==> config.mk <==
export PLATFORM = sky130hd
export DESIGN_NAME = dma_chan_regs
export DESIGN_NICKNAME = d
export VERILOG_FILES = /design/src/rtl/dcr_pkg.sv /design/src/rtl/dcr_ctrl.sv /design/src/rtl/dcr_addr.sv /design/src/rtl/dcr_word.sv /design/src/rtl/dma_chan_regs.sv
export SDC_FILE = /design/constraint.sdc
export NUM_CORES = 1
export LEC_CHECK = 0
export ABC_AREA = 0
export BUFFER_PORTS_ARGS = -buffer_cell sky130_fd_sc_hd__buf_2
export CAP_MARGIN = 40
export CELL_PAD_IN_SITES_DETAIL_PLACEMENT = 0
export CELL_PAD_IN_SITES_GLOBAL_PLACEMENT = 1
export CORE_MARGIN = 2
export CORE_UTILIZATION = 35
export DETAILED_ROUTE_END_ITERATION = 6
export HOLD_SLACK_MARGIN = 0.1
export PLACE_DENSITY = 0.7
export SYNTH_ARGS = -nofsm -noshare
export SYNTH_HDL_FRONTEND = slang
export SYNTH_HIERARCHICAL = 1
export SYNTH_SLANG_ARGS = --single-unit
==> constraint.sdc <==
create_clock -name clk -period 9.4 [get_ports clk]
set_input_delay 1.41 -clock clk [delete_from_list [all_inputs] [get_ports clk]]
set_output_delay 1.41 -clock clk [all_outputs]
set_load 0.005 [all_outputs]
==> src/rtl/dcr_pkg.sv <==
package dcr_pkg;
  localparam int WORD_W     = 32;
  localparam int PEND_BIT   = 0;
  localparam int IEN_BIT    = 4;
  localparam int DRAIN_BIT  = 6;
  localparam int RST_BIT    = 7;
  localparam int DIR_BIT    = 8;
  localparam int LOADED_BIT = 26;
  localparam int VER_LSB    = 28;
  localparam logic [WORD_W-VER_LSB-1:0] VER_VAL = 4'hA;
  localparam logic [WORD_W-1:0] CTRL_RST_VAL = {VER_VAL, {VER_LSB{1'b0}}};

  typedef enum logic [1:0] {
    IDX_CTRL = 2'd0,
    IDX_ADDR = 2'd1,
    IDX_AUX  = 2'd2,
    IDX_BASE = 2'd3
  } reg_idx_e;
endpackage

==> src/rtl/dcr_ctrl.sv <==
module dcr_ctrl
  import dcr_pkg::*;
(
  input  logic                   clk,
  input  logic                   rst_n,
  input  logic                   ctrl_wr,
  input  logic [VER_LSB-1:1]     wfield,
  input  logic                   addr_wr,
  input  logic                   xfer_fire,
  input  logic                   periph_irq,
  output logic [WORD_W-1:0]      ctrl_word,
  output logic                   cpu_irq,
  output logic                   periph_rst
);
  logic [VER_LSB-1:1] cfg_q;
  logic [VER_LSB-1:1] cfg_wr;
  logic pend_q, pirq_q, rst_q;
  logic irq_rise, irq_fall;

  // drain command only persists when paired with the reset command
  always_comb begin
    cfg_wr = wfield;
    if (!wfield[RST_BIT] && wfield[DRAIN_BIT]) cfg_wr[DRAIN_BIT] = 1'b0;
  end

  assign irq_rise = periph_irq & ~pirq_q;
  assign irq_fall = ~periph_irq & pirq_q;

  always_ff @(posedge clk) begin
    if (!rst_n) begin
      cfg_q  <= '0;
      pend_q <= 1'b0;
      pirq_q <= 1'b0;
      rst_q  <= 1'b0;
    end else begin
      if (ctrl_wr)      cfg_q <= cfg_wr;
      else if (addr_wr) cfg_q[LOADED_BIT] <= 1'b1;
      if (xfer_fire || irq_rise) pend_q <= 1'b1;
      else if (irq_fall)         pend_q <= 1'b0;
      pirq_q <= periph_irq;
      rst_q  <= ctrl_wr & wfield[RST_BIT];
    end
  end

  assign ctrl_word  = {VER_VAL, cfg_q, pend_q};
  assign cpu_irq    = pend_q & cfg_q[IEN_BIT];
  assign periph_rst = rst_q;
endmodule

==> src/rtl/dcr_addr.sv <==
module dcr_addr
  import dcr_pkg::*;
(
  input  logic              clk,
  input  logic              rst_n,
  input  logic              wr,
  input  logic [WORD_W-1:0] wdata,
  input  logic              fire,
  input  logic [WORD_W-1:0] len,
  output logic [WORD_W-1:0] q
);
  logic [WORD_W-1:0] start;
  logic [WORD_W-1:0] step;

  assign start = wr ? wdata : q;
  assign step  = fire ? len : '0;

  always_ff @(posedge clk) begin
    if (!rst_n) q <= '0;
    else        q <= start + step;
  end
endmodule

==> src/rtl/dcr_word.sv <==
module dcr_word
  import dcr_pkg::*;
#(
  parameter logic [WORD_W-1:0] RST_VAL = '0
) (
  input  logic              clk,
  input  logic              rst_n,
  input  logic              wr,
  input  logic [WORD_W-1:0] wdata,
  output logic [WORD_W-1:0] q
);
  always_ff @(posedge clk) begin
    if (!rst_n)  q <= RST_VAL;
    else if (wr) q <= wdata;
  end
endmodule

==> src/rtl/dma_chan_regs.sv <==
module dma_chan_regs
  import dcr_pkg::*;
#(
  parameter int ADDR_W = 4,
  parameter int LEN_W  = 16
) (
  input  logic              clk,
  input  logic              rst_n,
  input  logic              bus_we,
  input  logic [ADDR_W-1:0] bus_addr,
  input  logic [WORD_W-1:0] bus_wdata,
  output logic [WORD_W-1:0] bus_rdata,
  input  logic              xfer_valid,
  output logic              xfer_ready,
  input  logic [LEN_W-1:0]  xfer_len,
  input  logic              periph_irq,
  output logic              cpu_irq,
  output logic              periph_rst
);
  localparam int IDX_LSB = 2;
  localparam int N_WORDS = 4;

  reg_idx_e          idx;
  logic              unused_addr_bits;
  logic              xfer_fire;
  logic [WORD_W-1:0] len_ext;
  logic [WORD_W-1:0] ctrl_word;
  logic [WORD_W-1:0] addr_word;
  logic [WORD_W-1:0] plain_q [IDX_AUX:N_WORDS-1];

  assign idx              = reg_idx_e'(bus_addr[IDX_LSB+1:IDX_LSB]);
  assign unused_addr_bits = ^{bus_addr[IDX_LSB-1:0], bus_addr[ADDR_W-1:IDX_LSB]};
  assign xfer_ready       = 1'b1;
  assign xfer_fire        = xfer_valid & xfer_ready;
  assign len_ext          = WORD_W'(xfer_len);

  dcr_ctrl u_ctrl (
    .clk        (clk),
    .rst_n      (rst_n),
    .ctrl_wr    (bus_we && idx == IDX_CTRL),
    .wfield     (bus_wdata[VER_LSB-1:1]),
    .addr_wr    (bus_we && idx == IDX_ADDR),
    .xfer_fire  (xfer_fire),
    .periph_irq (periph_irq),
    .ctrl_word  (ctrl_word),
    .cpu_irq    (cpu_irq),
    .periph_rst (periph_rst)
  );

  dcr_addr u_addr (
    .clk   (clk),
    .rst_n (rst_n),
    .wr    (bus_we && idx == IDX_ADDR),
    .wdata (bus_wdata),
    .fire  (xfer_fire),
    .len   (len_ext),
    .q     (addr_word)
  );

  for (genvar g = IDX_AUX; g < N_WORDS; g++) begin : g_plain
    dcr_word u_word (
      .clk   (clk),
      .rst_n (rst_n),
      .wr    (bus_we && idx == reg_idx_e'(g)),
      .wdata (bus_wdata),
      .q     (plain_q[g])
    );
  end

  always_comb begin
    unique case (idx)
      IDX_CTRL: bus_rdata = ctrl_word;
      IDX_ADDR: bus_rdata = addr_word;
      IDX_AUX:  bus_rdata = plain_q[IDX_AUX];
      default:  bus_rdata = plain_q[IDX_BASE];
    endcase
  end
endmodule

# Word level (Yosys, flattened, before mapping)
# Index checks and enable logic that the tools add are counted.
op_classes:
  muxes: 8
  n_eq_ne: 3
  bitwise: 6
  n_addsub: 1
  n_reduce_logical: 10
op_table:
  columns: ["cell", "n"]
  rows:
  - ["$pmux 32 s3", 1]
  - ["$add 32x32->32", 1]
  - ["$mux 32", 1]
  - ["$mux 16", 1]
  - ["$logic_and 1x1->1", 5]
  - ["$mux 1", 5]
  - ["$and 1x1->1", 4]
  - ["$eq 2x2->1 const B", 2]
  - ["$reduce_bool 2->1", 2]
  - ["$eq 2x1->1 const B", 1]
  - ["$logic_not 2->1", 1]
  - ["$not 1->1", 2]
  - ["$logic_not 1->1", 1]
  - ["$logic_or 1x1->1", 1]
totals:
  ff_bits: 126
  word_cells: 36
  output_inout_bits: 35
  inputBits: 57

# Longest topological paths before layout
depth:
  word_depth: 4
  ltp_mapped: 15

# Hierarchy
# Netlist, hierarchy kept.
by_module_without_submodules:
  columns: ["module", "instances", "cells_per_inst", "seq_area_each_um2", "area_each_um2"]
  rows:
  - ["dcr_addr", 1, 383, 640.6, 3171.8]
  - ["dcr_word", 2, 103, 640.6, 1243.7]
  - ["dcr_ctrl", 1, 106, 600.6, 1174.9]
  - ["dma_chan_regs", 1, 47, 0.0, 864.6]

# Worst setup path before layout
# No wires, ideal clock.
synth_path:
  path_type: "input to register"
  from: "input bus_addr[3]"
  to: "register u_addr.q[30]"
  setup_time_ns: 0.115
  t_required_ns: 9.285
  path_buffers: 4
  path_stages: 15
  arrival_time_ns: 4.795
  setup_slack_ns: 4.491
  path_cell_list: "buf_2 -> buf_2 -> and3b_1 -> clkbuf_1 -> clkbuf_1 -> mux2_2 -> ha_1 -> fa_1 -> a21o_1 -> a221o_1 -> a21oi_4 -> o21ai_2 -> a211oi_2 -> xnor2_1 -> and2_1"
synth_between:
  elab_chain_cells: 4
synth_lines:
  columns: ["element", "line", "rtl"]
  rows:
  - ["start: declaration", "dma_chan_regs.sv:10", "input logic [ADDR_W-1:0] bus_addr,"]
  - ["$eq 2x1->1", "dma_chan_regs.sv:53", ".wr (bus_we && idx == IDX_ADDR),"]
  - ["$logic_and 1x1->1", "dma_chan_regs.sv:53", null]
  - ["$mux 32", "dcr_addr.sv:15", "assign start = wr ? wdata : q;"]
  - ["$add 32x32->32", "dcr_addr.sv:20", "else q <= start + step;"]
  - ["end signal: assignment", "dcr_addr.sv:20", null]
  - ["end: declaration", "dcr_addr.sv:10", "output logic [WORD_W-1:0] q"]
# No other way between the ends.
# A chain may end at the register's enable or synchronous reset.

# Worst setup path in the final report
layout_path:
  from: "input bus_addr[2]"
  to: "register u_addr.q[29]"
# The elaborated chain is that of the path after synthesis.

==> reports/qor.yml <==
synthesis:
  synth_cell_types: 64
  post-synth-top-area-cell: "dfxtp_1"
  synth.avg_cell_area_um2: 10.38
  ys_warn_count: 6
  synth.top_cell.area_share_pct: 32.76
  ys_seq_area_share_pct: 32.76
  syn_area_um2: 7699
  synth-seq-cells: 126
  postSynthCellCount: 742
  yosysMostFrequentCell: "dfxtp_1"
  synth_common_cells: "dfxtp_1 (126), mux2i_1 (94), nor2b_1 (67), and2_1 (59), nor2_1 (36)"
  synthArstFlopShare_pct: 0
  ys.flop_type: "dfxtp_1"
  synth_area_leaders: "dfxtp_1 (33%), mux2i_1 (12%), mux4_2 (8.2%), nor2b_1 (5.4%), ha_1 (5.0%)"
  synth_edf_count: 0
sta:
  slew-limit-headroom_pct: 51.08
  setup_violations: 0
  fmax_mhz: 207.0
  fin_crit_sh_pct: 51.38
  drv_slew: 0
  clock_skew_ns: 0.01267
  final_hold_viol_count: 0
  fin_setup_tns_ns: 0
  fin_hold_ws_ns: 0.4827
  worst_slew_pin_slew_ns: 0.7328
  rsz0062_at_grt: "no"
  min_period_ns: 4.830
grt:
  grt_pass1_vias: 5543
  grt-ovfl-total: 0
  track_usage_pct: 16.50
  antenna_found_initial: 1
  grt_pass1_wl_um: 30420
  grt_max_degree: 60
clock_network:
  root_buffer: "clkbuf_16"
  cts_buffers: 17
  cts_max_path_buffers: 2
  clkTransAtPathRegs_ns: 0.06
  clock-sinks: 126
  worstSkewPairLatency_ns: 0.42
  cts_setup_buffers: 0
  cts_hold_buf: 0
  htree_levels: 4
  cts_resized: 0
  cts_tree: "built"
critical_path:
  path_max_fanout: 36
  cp.depth: 13
  cp-start-kind: "primary input"
  worstPathBufferInverterCount: 3
  reg2reg_depth: 10
  crit_family: "compound AO/OA/AOI/OAI gates"
  critPathMaxStageDelay_ns: 0.56
  crit_required_ns: 9.74
  path_cells: "buf_2 -> buf_4 -> and3b_2 -> buf_12 -> mux2_2 -> ha_1 -> a21oi_2 -> o21ai_1 -> a221oi_2 -> a21boi_1 -> o22ai_1 -> o21a_1 -> mux2i_1"
  crit_slowest_cell: "buf_4"
  endpoint_kind: "register"
  crit_type: "primary input to register"
  worstPathArrival_ns: 5.17
finish:
  syn_to_final_growth_pct: 14.07
  nets: 910
  final_cells: 1114
  num_antenna_cells: 0
  layout-drive-gt1-share_pct: 24.94
floorplan:
  start_util_pct: 35.50
  dieWidth_um: 152.3
  core_um2: 21690
  die_area_um2: 23200
  rows: 54
  io_pins: 92
  die_h_um: 152.3
power_and_ir_drop:
  power_density_nw_per_um2: 186.2
  vdd_drop_max_v: 0.00006856
  p_leak_uw: 0.003593
placement:
  dpl.hpwl_um: 12840
  place.gp.congestion: 0.8341
  dp.cells: 1082
  port_buffers: 88
min_path:
  whs_path_depth: 2
  hold_path_class: "register to register"
flow_run:
  drv_cap: 0
routing:
  wl_per_cell_um: 16.78
  wl_um: 18690
  ant_nets: 0
  drcViolationCount: 0
  drt-initial-drc-count: 248
  vias: 5537
  routed_via_density: 4.970
  dr.pass1.iters: 4
run_status:
  status: "complete, no violations"
## cell usage in the layout, fill, tap and decap left out, types with 6 or more instances in the layout
cell type / synthesis / final
dfxtp_1: 126 / 126
mux2i_1: 94 / 94
buf_2: 10 / 88
nor2b_1: 67 / 67
and2_1: 59 / 59
nor2_1: 36 / 36
a21oi_1: 32 / 32
mux2_2: 31 / 31
ha_1: 31 / 31
mux4_2: 28 / 28
nand2_1: 26 / 26
conb_1: 4 / 21
clkbuf_16: 0 / 17
o21ai_0: 15 / 15
xnor2_1: 13 / 13
xor2_1: 11 / 11
a21o_1: 9 / 9
o21ai_1: 9 / 9
inv_1: 8 / 8
nand3_1: 7 / 7
buf_4: 6 / 6
nand4_1: 6 / 6
## power breakdown
part / leakage, uW / internal (uW) / switching [uW]
combinational: 0.00229 / 177 / 201
sequential: 0.00103 / 577 / 21.2
clock: 0.000276 / 395 / 263
## per-layer routing
layer | part of all wire [%] | vias to the layer above | routed length [um] | GRT usage, %
li1 | - | 2790 | - | -
met1 | 49 | 2648 | 9150 | 22.22
met2 | 47 | 87 | 8847 | 26.90
met3 | 2.8 | 12 | 519 | 3.555
met4 | 0.91 | 0 | 170 | 4.406
met5 | 0 | - | 0 | 0
## worst reg2reg max path, delay by kind of cell, from the launching register on
kind / cells / cell delay (ns)
DFF: 1 / 0.31
xor gates and xnor gates: 1 / 0.10
muxes: 1 / 0.25
AOI/OAI and AO/OA: 5 / 1.27
adders and majority gates: 2 / 0.67
and+or+nand+nor: 1 / 0.16
## flip-flops by register name, summed over array words and instances (netlist names)
signal / cells
g_plain.u_word/q: 64
u_addr/q: 32
u_ctrl/cfg_q: 27
u_ctrl/pend_q: 1
u_ctrl/periph_rst: 1
u_ctrl/pirq_q: 1
## per-stage QoR
| stage | utilization (%) | total power [uW] | setup slack, ns | area, um2 |
|---|---|---|---|---|
| 2_1_floorplan | - | 898.0 | 4.491 | 7762 |
| 3_3_place_gp | 37.60 | 981.6 | 3.582 | 8154 |
| 3_5_place_dp | 37.78 | 984.1 | 4.112 | 8194 |
| 4_1_cts | 40.49 | 1653 | 4.548 | 8782 |
| 5_1_grt | 40.49 | 1724 | 4.330 | 8782 |
| 6_report | 40.49 | 1635 | 4.570 | 8782 |
## final timing paths
check	startpoint	to	slack, ns
setup / recovery	bus_addr[2]	u_addr/q[29]	4.57
hold reg to reg	u_ctrl/cfg_q[6]	u_ctrl/cfg_q[6]	0.48
hold / removal	u_ctrl/cfg_q[6]	u_ctrl/cfg_q[6]	0.48
setup reg to reg	u_addr/q[0]	u_addr/q[26]	6.56
## final cells by class
cell class	count	area [um2]
timing repair buffer	96	525.5
clock buffer	18	429.2
sequential	126	2522
fill	2169	12910
tap	280	350.3
clock inverter	14	158.9
inverter	9	33.78
multi-input combinational	571	4762
## kinds of logic after synthesis
| family | count (synthesis) | synth area share (%) |
|---|---|---|
| adder cells (fa/ha/maj) | 32 | 5.298 |
| multiplexers | 157 | 26.31 |
| flip-flops | 126 | 32.76 |
| XOR/XNOR | 24 | 2.730 |
| other | 4 | 0.1950 |
| buffers and inverters | 62 | 6.322 |
| AND/OR/NAND/NOR | 229 | 16.93 |
| AO/OA/AOI/OAI | 108 | 9.443 |
(Power assumes the default switching activity.)
